**src/rtl/seq_mult_pkg.sv**
```systemverilog
`timescale 1ns/1ps
// Shared types for the sequential shift-add multiplier.
// Assumes: only the controller state encoding is shared.
package seq_mult_pkg;
    typedef enum logic {
        ST_IDLE = 1'b0,
        ST_RUN  = 1'b1
    } mult_state_t;
endpackage

```
**src/rtl/seq_mult_ctrl.sv**
```systemverilog
`timescale 1ns/1ps
// Controller: accepts a start while idle, then counts OP_W step cycles
// and raises a one-cycle done pulse after the last one.
// Assumes: start is ignored while running; synchronous active-low reset.
module seq_mult_ctrl
    import seq_mult_pkg::*;
#(
    parameter int OP_W = 32
) (
    input  logic clk,
    input  logic rst_n,
    input  logic start,
    output logic load,
    output logic step,
    output logic done
);
    localparam int CNT_W = (OP_W > 1) ? $clog2(OP_W) : 1;
    localparam logic [CNT_W-1:0] LAST_STEP = CNT_W'(OP_W - 1);

    mult_state_t      state_q;
    logic [CNT_W-1:0] step_cnt_q;
    logic             done_q;

    // Decode the accept and step strobes from the current state.
    always_comb begin
        load = (state_q == ST_IDLE) && start;
        step = (state_q == ST_RUN);
    end

    // Advance the state, the step counter and the done pulse.
    always_ff @(posedge clk) begin
        if (!rst_n) begin
            state_q    <= ST_IDLE;
            step_cnt_q <= '0;
            done_q     <= 1'b0;
        end else begin
            done_q <= 1'b0;
            if (load) begin
                state_q    <= ST_RUN;
                step_cnt_q <= '0;
            end else if (step) begin
                step_cnt_q <= step_cnt_q + 1'b1;
                if (step_cnt_q == LAST_STEP) begin
                    state_q <= ST_IDLE;
                    done_q  <= 1'b1;
                end
            end
        end
    end

    assign done = done_q;
endmodule

```
**src/rtl/seq_mult_datapath.sv**
```systemverilog
`timescale 1ns/1ps
// Datapath: a multiplicand register, an OP_W-bit adder with carry out, and
// one 2*OP_W product register whose low half starts with the multiplier.
// Assumes: load and step are never high together.
module seq_mult_datapath #(
    parameter int OP_W = 32
) (
    input  logic                 clk,
    input  logic                 rst_n,
    input  logic                 load,
    input  logic                 step,
    input  logic [OP_W-1:0]      mcand_i,
    input  logic [OP_W-1:0]      mplier_i,
    output logic [2*OP_W-1:0]    product
);
    localparam int PROD_W = 2 * OP_W;

    logic [OP_W-1:0]   mcand_q;
    logic [PROD_W-1:0] prod_q;
    logic [OP_W-1:0]   addend;
    logic [OP_W:0]     upper_sum;

    // Conditional add of the multiplicand into the upper half, keeping the carry.
    always_comb begin
        addend    = prod_q[0] ? mcand_q : '0;
        upper_sum = {1'b0, prod_q[PROD_W-1:OP_W]} + {1'b0, addend};
    end

    // Capture operands on load; otherwise write back the sum and shift right.
    always_ff @(posedge clk) begin
        if (!rst_n) begin
            mcand_q <= '0;
            prod_q  <= '0;
        end else if (load) begin
            mcand_q <= mcand_i;
            prod_q  <= {{OP_W{1'b0}}, mplier_i};
        end else if (step) begin
            prod_q  <= {upper_sum, prod_q[OP_W-1:1]};
        end
    end

    assign product = prod_q;
endmodule

```
**src/rtl/seq_shift_mult.sv**
```systemverilog
`timescale 1ns/1ps
// Top: unsigned OP_W x OP_W sequential multiplier, one add-and-shift per cycle.
// Assumes: start is a level sampled each edge; accepted only while idle.
module seq_shift_mult #(
    parameter int OP_W = 32
) (
    input  logic              clk,
    input  logic              rst_n,
    input  logic              start,
    input  logic [OP_W-1:0]   mcand_i,
    input  logic [OP_W-1:0]   mplier_i,
    output logic              busy,
    output logic              done,
    output logic [2*OP_W-1:0] product
);
    logic load;
    logic step;

    // Sequencing of accept, steps and completion.
    seq_mult_ctrl #(.OP_W(OP_W)) u_ctrl (
        .clk   (clk),
        .rst_n (rst_n),
        .start (start),
        .load  (load),
        .step  (step),
        .done  (done)
    );

    // Arithmetic and product storage.
    seq_mult_datapath #(.OP_W(OP_W)) u_dp (
        .clk      (clk),
        .rst_n    (rst_n),
        .load     (load),
        .step     (step),
        .mcand_i  (mcand_i),
        .mplier_i (mplier_i),
        .product  (product)
    );

    assign busy = step;
endmodule

```
**config.mk**
```make
export PLATFORM = sky130hd
export DESIGN_NAME = seq_shift_mult
export DESIGN_NICKNAME = d
export VERILOG_FILES = /design/src/rtl/seq_mult_pkg.sv /design/src/rtl/seq_mult_ctrl.sv /design/src/rtl/seq_mult_datapath.sv /design/src/rtl/seq_shift_mult.sv
export SDC_FILE = /design/constraint.sdc
export NUM_CORES = 1
export LEC_CHECK = 0
export CORE_UTILIZATION = 50
export DETAILED_ROUTE_END_ITERATION = 8
export GPL_TIMING_DRIVEN = 1
export PLACE_DENSITY = 0.88
export SETUP_SLACK_MARGIN = 0.05
export SLEW_MARGIN = 5
export SYNTH_ARGS = -nofsm -noshare
export SYNTH_HDL_FRONTEND = slang
export SYNTH_SLANG_ARGS = --single-unit
```
**constraint.sdc**
```tcl
create_clock -name clk -period 8.8 [get_ports clk]
set_input_delay 1.76 -clock clk [delete_from_list [all_inputs] [get_ports clk]]
set_output_delay 1.76 -clock clk [all_outputs]
set_load 0.01 [all_outputs]
```
==> reports/metrics.cfg <==
[pwr]
p_total_mw=1.03
peakVddDrop_v=0.0000783
power.leakage_nw=3.15
powerDensity_nw_per_um2=136

[finish]
area_growth_pct=28.5
multi_input_area_sq_um=3650
design_area_sq_um=7570
seq_area_sq_um=2070
drive_gt1_share_pct=4.35
insertedDiodeCount=0
mostFrequentLayoutCell=nand2_1
layout_common_cells=133 x nand2_1, 130 x clkdlybuf4s50_1, 102 x dfxtp_1
fillCellCount=919
final_nets=926
final_core_util_pct=66.0
layoutNonFillerInstCount=971

[yosys]
synth_edf_count=0
synth_seq_area_share_pct=35.0
synthArstFlopShare_pct=0
synthCells=715
synthDistinctLibCells=50
synth_area_per_cell_sq_um=8.24
yosysWarnings=0
ys_ff_latch=103
synth_ff_type=dfxtp_1
syn_area_sq_um=5890
syn_nets=817

[clock_tree]
cts_buffers=9
cts.repair.resized=0
cts_sinks=103
tritoncts=done
clk_pin_slew_ns=0.07
cts_buffer_depth=2
clock_latency_ns=0.35
cts_hold_buf=0
cts_max_level=3
root_buffer=clkbuf_16
post-cts-setup-buffer-count=0

[timing]
holdWs_ns=0.458
fin_crit_ns=3.55
fin_setup_tns_ns=0
setup_slack_ns=5.25
maxSlewHeadroom_pct=35.3
finClkSkew_ns=0.00392
rsz0062_at_grt=false
tightest_slew_ns=0.970
setup_viol=0
finalHoldViolCount=0
slew_viol_final=0
fmax_mhz=281
fin_crit_sh_pct=40.4

[route]
routed_wl_microns=14400
drt_iter0_markers=305
vias=5309
route.detailed.drc=0
drtAntennaViolNets=0
via_per_inst=5.47
wire_per_inst_microns=14.8
firstDrtPassIters=5

[critical_path]
cp-end-kind=output port
r2r_slack_ns=5.37
cp_top_family=buffers and inverters
critPathArrivalTime_ns=1.79
path_class=flip-flop to output port
crit_path_max_incr_delay_ns=0.58
cp.required_ns=7.04
worstPathMaxFanout=24
startpoint_type=flip-flop
worst-path-buf-inv=2
path_cells=buf_4 -> clkdlybuf4s50_1
slowest_stage=clkdlybuf4s50_1

[global_routing]
grt_overflow=0
grt_usage_pct=24.1
antenna_found_initial=0
grt_max_degree=100
grt_pass1_wl_microns=24100
first_global_vias=5004

[floorplanning]
rows=39
start_util_pct=51.4
core_area_sq_um=11500
dieArea_sq_um=12200
io_pins=133
fp.dieW_microns=111
die_height_microns=111

[placed_design]
place_congestion=0.905
dp.cells=956
port_buffers=132
hpwl_microns=10000
dp_slack_ns=4.90
place_area_sq_um=7290

[status]
status=finished clean

[min_path]
hold_path.class=flip-flop to flip-flop

[job]
maxCapViolations=0

layout make-up:
cell class	count	area share [%]
Sequential cell	103	27.3
Inverter	8	0.396
Tap cell	143	2.36
Timing Repair Buffer	139	18.0
Multi-Input combinational cell	563	48.2
Clock inverter	2	0.182
Clock buffer	13	3.57
worst reg2reg max path, delay by kind of cell (launching register included):
| kind | cells | cell delay [ns] |
|---|---|---|
| AOI/OAI and AO/OA | 6 | 1.65 |
| xor gates and xnor gates | 1 | 0.14 |
| adders and majority gates | 2 | 0.60 |
| buffers and inverters | 1 | 0.26 |
| DFF | 1 | 0.42 |
| and+or+nand+nor | 2 | 0.26 |
synth_stat cells, drive strengths merged (2+ instances only):
| cell | count | area share [%] |
|---|---|---|
| and2 | 69 | 7.3 |
| xnor2 | 19 | 2.8 |
| dfxtp | 103 | 35 |
| a31oi | 4 | 0.42 |
| mux2i | 49 | 8.3 |
| inv | 8 | 0.51 |
| nor2 | 32 | 2.0 |
| clkbuf | 35 | 2.2 |
| nand4 | 7 | 0.74 |
| buf | 6 | 0.38 |
| a211oi | 5 | 0.64 |
| nand3 | 6 | 0.51 |
| a21o | 15 | 1.9 |
| and3 | 6 | 0.64 |
| o21bai | 7 | 0.96 |
| a21oi | 37 | 3.3 |
| ha | 34 | 7.2 |
| a21boi | 34 | 4.3 |
| xor2 | 12 | 1.8 |
| nand2 | 133 | 8.5 |
| o21ai | 58 | 5.0 |
| o211ai | 3 | 0.47 |
| o22ai | 2 | 0.21 |
| o21a | 2 | 0.25 |
| o41ai | 3 | 1.0 |
| nand2b | 2 | 0.21 |
| nor2b | 3 | 0.32 |
| nor3 | 6 | 0.51 |
metal layers:
metal | part of all wire [%] | global-route usage [%] | wire length [microns]
met1 | 46 | 31.9 | 6580
met2 | 47 | 38.9 | 6800
met3 | 4.2 | 4.23 | 599
met4 | 2.8 | 9.42 | 396
met5 | 0 | 0 | 0
sequential cells by signal, indices dropped and copies added, names as in the netlist:
signal	flops
u_dp.product	64
u_ctrl.step	1
u_ctrl.step_cnt_q	5
u_dp.mcand_q	32
u_ctrl.done	1
where the power goes:
part           leakage (nW)  internal, mW  switching, mW
Combinational          2.17        0.0776         0.0672
Clock                 0.142         0.214          0.173
Sequential            0.841         0.486         0.0140
Total                  3.15         0.778          0.254
cell families (layout without fill, tap and decap cells):
logic type / Yosys count / in the layout / synth area share [%]
xor gates and xnor gates: 31 / 31 / 4.61
DFF: 103 / 103 / 35.0
AOI/OAI and AO/OA: 180 / 180 / 20.2
and+or+nand+nor: 268 / 268 / 21.2
adders and majority gates: 35 / 35 / 7.56
muxes: 49 / 49 / 8.32
buffers and inverters: 49 / 162 / 3.12
worst paths after layout:
kind	startpoint	to	cells after the start
max	u_dp.product[0]$_SDFFE_PN0P_	product[0]	2
min	u_dp.mcand_q[22]$_SDFFE_PN0P_	u_dp.mcand_q[22]$_SDFFE_PN0P_	2
max reg2reg	u_dp.product[0]$_SDFFE_PN0P_	u_dp.product[57]$_SDFFE_PP0P_	12
min reg2reg	u_dp.mcand_q[22]$_SDFFE_PN0P_	u_dp.mcand_q[22]$_SDFFE_PN0P_	2
Note: power is estimated with default switching activity, not from simulation.
